===== src/rtl/pkhalf_pkg.sv =====
package pkhalf_pkg;

  typedef enum logic [1:0] {
    OP_ADD = 2'd0,
    OP_SUB = 2'd1,
    OP_MUL = 2'd2,
    OP_MAD = 2'd3
  } pkOp_e;

  // strobes from control to datapath
  typedef struct packed {
    logic  capture;
    pkOp_e op;
    logic  useThird;
    logic  sat;
  } pkCtrl_t;

endpackage


===== src/rtl/pkhalf_ctrl.sv =====
module pkhalf_ctrl
  import pkhalf_pkg::*;
(
  input  logic       clk,
  input  logic       rst,
  input  logic       inValid,
  input  logic [1:0] opSel,
  input  logic       clampEn,
  output pkCtrl_t    ctrl,
  output logic       resValid
);

  pkOp_e opDec;

  always_comb begin
    opDec         = pkOp_e'(opSel);
    ctrl.capture  = inValid;
    ctrl.op       = opDec;
    ctrl.useThird = (opDec == OP_MAD);
    ctrl.sat      = clampEn;
  end

  always_ff @(posedge clk) begin
    if (rst) resValid <= 1'b0;
    else     resValid <= inValid;
  end

endmodule


===== src/rtl/pkhalf_lane.sv =====
module pkhalf_lane
  import pkhalf_pkg::*;
#(
  parameter int HW   = 16,
  parameter int NSRC = 3
) (
  input  logic [2*HW-1:0] srcWord [NSRC],
  input  logic [NSRC-1:0] pick,
  input  logic [NSRC-1:0] flip,
  input  pkCtrl_t         ctrl,
  output logic [HW-1:0]   halfRes
);

  localparam int WW = 2*HW + 1;
  localparam logic [HW-1:0] MIN_H = {1'b1, {(HW-1){1'b0}}};
  localparam logic [HW-1:0] MAX_H = {1'b0, {(HW-1){1'b1}}};
  localparam logic signed [WW-1:0] MAX_W = $signed({{(WW-HW){1'b0}}, MAX_H});
  localparam logic signed [WW-1:0] MIN_W = $signed({{(WW-HW){1'b1}}, MIN_H});

  logic [HW-1:0]          opnd [NSRC];
  logic signed [WW-1:0]   opW  [NSRC];
  logic signed [WW-1:0]   prod, wide;

  function automatic logic [HW-1:0] negHalf(input logic [HW-1:0] v, input logic sat);
    logic [HW-1:0] r;
    if (sat && v == MIN_H) r = MAX_H;
    else                   r = ~v + 1'b1;
    return r;
  endfunction

  for (genvar k = 0; k < NSRC; k++) begin : g_src
    logic [HW-1:0] picked;
    assign picked  = pick[k] ? srcWord[k][2*HW-1:HW] : srcWord[k][HW-1:0];
    assign opnd[k] = flip[k] ? negHalf(picked, ctrl.sat) : picked;
    assign opW[k]  = $signed({{(WW-HW){opnd[k][HW-1]}}, opnd[k]});
  end

  assign prod = opW[0] * opW[1];

  always_comb begin
    unique case (ctrl.op)
      OP_ADD:  wide = opW[0] + opW[1];
      OP_SUB:  wide = opW[0] - opW[1];
      OP_MUL:  wide = prod;
      default: wide = prod + (ctrl.useThird ? opW[NSRC-1] : '0);
    endcase
  end

  always_comb begin
    if (ctrl.sat && wide > MAX_W)      halfRes = MAX_H;
    else if (ctrl.sat && wide < MIN_W) halfRes = MIN_H;
    else                               halfRes = wide[HW-1:0];
  end

endmodule


===== src/rtl/pkhalf_dp.sv =====
module pkhalf_dp
  import pkhalf_pkg::*;
#(
  parameter int HW   = 16,
  parameter int NSRC = 3
) (
  input  logic            clk,
  input  logic            rst,
  input  pkCtrl_t         ctrl,
  input  logic [2*HW-1:0] srcWord [NSRC],
  input  logic [NSRC-1:0] hiPick,
  input  logic [NSRC-1:0] loPick,
  input  logic [NSRC-1:0] hiNeg,
  input  logic [NSRC-1:0] loNeg,
  output logic [2*HW-1:0] resWord
);

  localparam int NSLOT = 2;

  logic [NSRC-1:0] slotPick [NSLOT];
  logic [NSRC-1:0] slotFlip [NSLOT];
  logic [HW-1:0]   slotRes  [NSLOT];

  assign slotPick[0] = loPick;
  assign slotPick[1] = hiPick;
  assign slotFlip[0] = loNeg;
  assign slotFlip[1] = hiNeg;

  for (genvar g = 0; g < NSLOT; g++) begin : g_slot
    pkhalf_lane #(.HW(HW), .NSRC(NSRC)) u_lane (
      .srcWord (srcWord),
      .pick    (slotPick[g]),
      .flip    (slotFlip[g]),
      .ctrl    (ctrl),
      .halfRes (slotRes[g])
    );
  end

  always_ff @(posedge clk) begin
    if (rst)               resWord <= '0;
    else if (ctrl.capture) resWord <= {slotRes[1], slotRes[0]};
  end

endmodule


===== src/rtl/pkhalf_alu.sv =====
module pkhalf_alu
  import pkhalf_pkg::*;
#(
  parameter int HALF_W = 16
) (
  input  logic              clk,
  input  logic              rst,
  input  logic              inValid,
  input  logic [1:0]        opSel,
  input  logic [2*HALF_W-1:0] src0,
  input  logic [2*HALF_W-1:0] src1,
  input  logic [2*HALF_W-1:0] src2,
  input  logic [2:0]        hiPick,
  input  logic [2:0]        loPick,
  input  logic [2:0]        hiNeg,
  input  logic [2:0]        loNeg,
  input  logic              clampEn,
  output logic              resValid,
  output logic [2*HALF_W-1:0] resWord
);

  localparam int NSRC = 3;

  pkCtrl_t           ctrl;
  logic [2*HALF_W-1:0] srcWord [NSRC];

  assign srcWord[0] = src0;
  assign srcWord[1] = src1;
  assign srcWord[2] = src2;

  pkhalf_ctrl u_ctrl (
    .clk      (clk),
    .rst      (rst),
    .inValid  (inValid),
    .opSel    (opSel),
    .clampEn  (clampEn),
    .ctrl     (ctrl),
    .resValid (resValid)
  );

  pkhalf_dp #(.HW(HALF_W), .NSRC(NSRC)) u_dp (
    .clk     (clk),
    .rst     (rst),
    .ctrl    (ctrl),
    .srcWord (srcWord),
    .hiPick  (hiPick),
    .loPick  (loPick),
    .hiNeg   (hiNeg),
    .loNeg   (loNeg),
    .resWord (resWord)
  );

endmodule


===== config.mk =====
export PLATFORM = sky130hd
export DESIGN_NAME = pkhalf_alu
export DESIGN_NICKNAME = d
export VERILOG_FILES = /design/src/rtl/pkhalf_pkg.sv /design/src/rtl/pkhalf_ctrl.sv /design/src/rtl/pkhalf_lane.sv /design/src/rtl/pkhalf_dp.sv /design/src/rtl/pkhalf_alu.sv
export SDC_FILE = /design/constraint.sdc
export NUM_CORES = 2
export LEC_CHECK = 0
export BUFFER_PORTS_ARGS = -buffer_cell sky130_fd_sc_hd__buf_4
export CAP_MARGIN = 10
export CORE_MARGIN = 1.5
export CORE_UTILIZATION = 45
export DETAILED_ROUTE_END_ITERATION = 6
export PLACE_DENSITY_LB_ADDON = 0.3
export RECOVER_POWER = 50
export SLEW_MARGIN = 20
export SYNTH_ARGS = -nofsm -noshare
export SYNTH_HDL_FRONTEND = slang
export SYNTH_HIERARCHICAL = 1
export SYNTH_SLANG_ARGS = --single-unit

===== constraint.sdc =====
create_clock -name clk -period 12.5 [get_ports clk]
set_input_delay 1.25 -clock clk [delete_from_list [all_inputs] [get_ports clk]]
set_output_delay 1.25 -clock clk [all_outputs]
set_load 0.05 [all_outputs]

==> flow_summary_export.csv <==
group,metric,value,unit
cells_and_area,n_fill_cell,7166,
sta,hold_slack,0.501,ns
yosys,synth_seq_cells,33,
sta,hold_viol_final,0,
die,initial_utilization,45.6,%
yosys,yosys.cell_types.count,99,
placement,port_buffers,146,
die,ios,147,
die,rows,99,
cells_and_area,drive_gt1_share,13.3,%
sta,fmax,82.5,MHz
worst_setup_path,worstPathArrival,12.30,ns
worst_setup_path,crit_type,"primary input to flop",
detailed_routing,dr.first_iter.drc_count,3100,
clock_network,path_clk_slew,0.06,ns
sta,tightest_slew,1.28,ns
placement,hpwl,94600,um
clock_network,htree_num_levels,2,
yosys,syn_avg_cell_area,7.80,um^2
yosys,yosys.area.top_type,"fa_1",
clock_network,numCtsBuffers,5,
flow_run,max-cap-violations,0,
yosys,netlist.area_leader.share,31.8,%
sta,drv_slew,0,
sta,fin_crit,12.12,ns
detailed_routing,routedWlPerCell,20.1,um
yosys,yosysMostFrequentCell,"inv_1",
grt,antenna_found_initial,1,
sta,fin_worst_skew,0,ns
placement,gp_congestion,1.00,
cells_and_area,syn_to_final_growth,13.4,%
grt,grt_pass1_wl,178000,um
clock_network,cts.sinks,33,
clock_network,cts_max_path_buffers,2,
outcome,status,"finished clean",
yosys,ys_warn_count,6,
grt,grtUsageTotal,29.8,%
yosys,netlist_instances,4286,
yosys,ys_async_sr_fraction,0,%
detailed_routing,drt_wl_total,112000,um
worst_setup_path,max_stage_delay,1.08,ns
yosys,synth.area.top_cells,"fa_1 32%, ha_1 11%, inv_1 8.2%",
grt,grt_overflow_total,0,
die,core,73200,um^2
yosys,syn_area,33400,um^2
worst_setup_path,endpoint_kind,"flop",
worst_setup_path,cpMostUsedCell,"inv_1",
worst_setup_path,required,12.67,ns
worst_setup_path,crit_path_top_delay_cell,"o311ai_0",
worst_setup_path,crit_path_start_kind,"primary input",
cells_and_area,insertedDiodeCount,0,
die,die_area,75900,um^2
detailed_routing,route.detailed.drc,0,
sta,slew_headroom,13.7,%
sta,setup_viol,0,
yosys,ys_seq_area_share,1.98,%
clock_network,cts.hold.buffers_added,0,
yosys,synth-edff-count,0,
yosys,synth.net_count,5230,
yosys,ys.flop_type,"dfxtp_1",
clock_network,cts_tree,"yes",
grt,grt_max_degree,67,
yosys,ys_top_cells_by_count,"726 x inv_1, 530 x fa_1, 485 x nor2_1",
cells_and_area,fin_nets,5562,
grt,grt_pass1_vias,31500,
detailed_routing,ant_nets,0,
die,fp.dieH,275,um
die,die_x,275,um
worst_setup_path,cp_max_fo,13,
detailed_routing,viasPerCell,5.76,
clock_network,cts_root_buf,"clkbuf_16",
hold_path,hp-class,"flop to flop",
sta,fin_crit_sh,97.0,%
clock_network,insertion_delay,0.29,ns
detailed_routing,vias,32100,
detailed_routing,dr.pass1.iters,5,
==> cell usage in the layout (no fill, tap or decap), drive strengths merged, types with 48 or more instances in the layout <==
cell type	count
a21o	48
a21oi	206
buf	435
fa	530
ha	300
inv	731
mux2i	119
nand2	437
nand3	63
nor2	485
nor3	82
o21ai	227
xnor2	110
==> cell type report <==
| type | count | area, um^2 | share of cell area [%] |
|---|---|---|---|
| inverter | 748 | 2810 | 7.42 |
| clock buffer | 5 | 125 | 0.330 |
| multi-input combinational | 3363 | 29600 | 78.0 |
| clock inverter | 3 | 46.3 | 0.122 |
| tap | 959 | 1200 | 3.17 |
| timing repair buffer | 467 | 3480 | 9.17 |
| sequential | 33 | 661 | 1.74 |
==> per-layer routing <==
layer | vias up | track usage (%) | part of all wire (%)
li1 | 14800 | - | -
met1 | 15700 | 45.3 | 46
met2 | 1490 | 45.1 | 43
met3 | 172 | 4.13 | 9.4
met4 | 0 | 5.64 | 2.2
met5 | - | 0 | 0
==> kinds of logic (layout without fill, tap and decap cells) <==
logic type | count (synthesis) | after routing | share of synthesized area [%]
AND/OR/NAND/NOR | 1372 | 1372 | 18.7
flip-flops | 33 | 33 | 1.98
adder cells (fa/ha/maj) | 830 | 830 | 43.0
buffers and inverters | 890 | 1223 | 10.3
AO/OA/AOI/OAI | 852 | 852 | 17.1
XOR/XNOR | 155 | 155 | 4.09
multiplexers | 154 | 154 | 4.74
==> timing repair <==
item,in CTS,in global routing
endpoints found under the setup margin,3,30
gates resized for setup,0,61
setup buffers,3,16
pin swaps,1,12
==> state kept, by name, summed over array words and instances (netlist names) <==
name,cells
u_ctrl/resValid,1
u_dp/resWord,32
==> critical path: cells and delay by family <==
family          cells  cell delay [ns]
buf+inv            14             1.67
fa+ha+maj           9             3.65
simple gates        8             1.66
mux                 1             0.16
xor+xnor            2             0.42
compound gates     12             3.44
==> stage by stage <==
stage	cell area, um^2	setup slack, ns	utilization, %	cells	setup TNS (ns)
floorplan	33400	0.0621	-	4286	0
global placement	37400	-0.275	51.1	5551	-2.68
detailed placement	37400	-0.270	51.1	5551	-2.39
CTS	37600	0.180	51.4	5562	0
global route	37900	-0.0448	51.8	5578	-0.187
finish	37900	0.378	51.8	5578	0
==> final timing paths <==
check / from / end / slack (ns) / cells past startpoint
max: loPick[0] / u_dp/resWord[1] / 0.38 / 46
min reg2reg: u_dp/resWord[26] / u_dp/resWord[26] / 0.50 / 2
max reg2reg: u_dp/resWord[16] / u_dp/resWord[16] / 11.84 / 2
min: u_dp/resWord[26] / u_dp/resWord[26] / 0.50 / 2
Power is not shown: default switching activity piles up to over one toggle a cycle in this logic, so the estimate is an artifact.
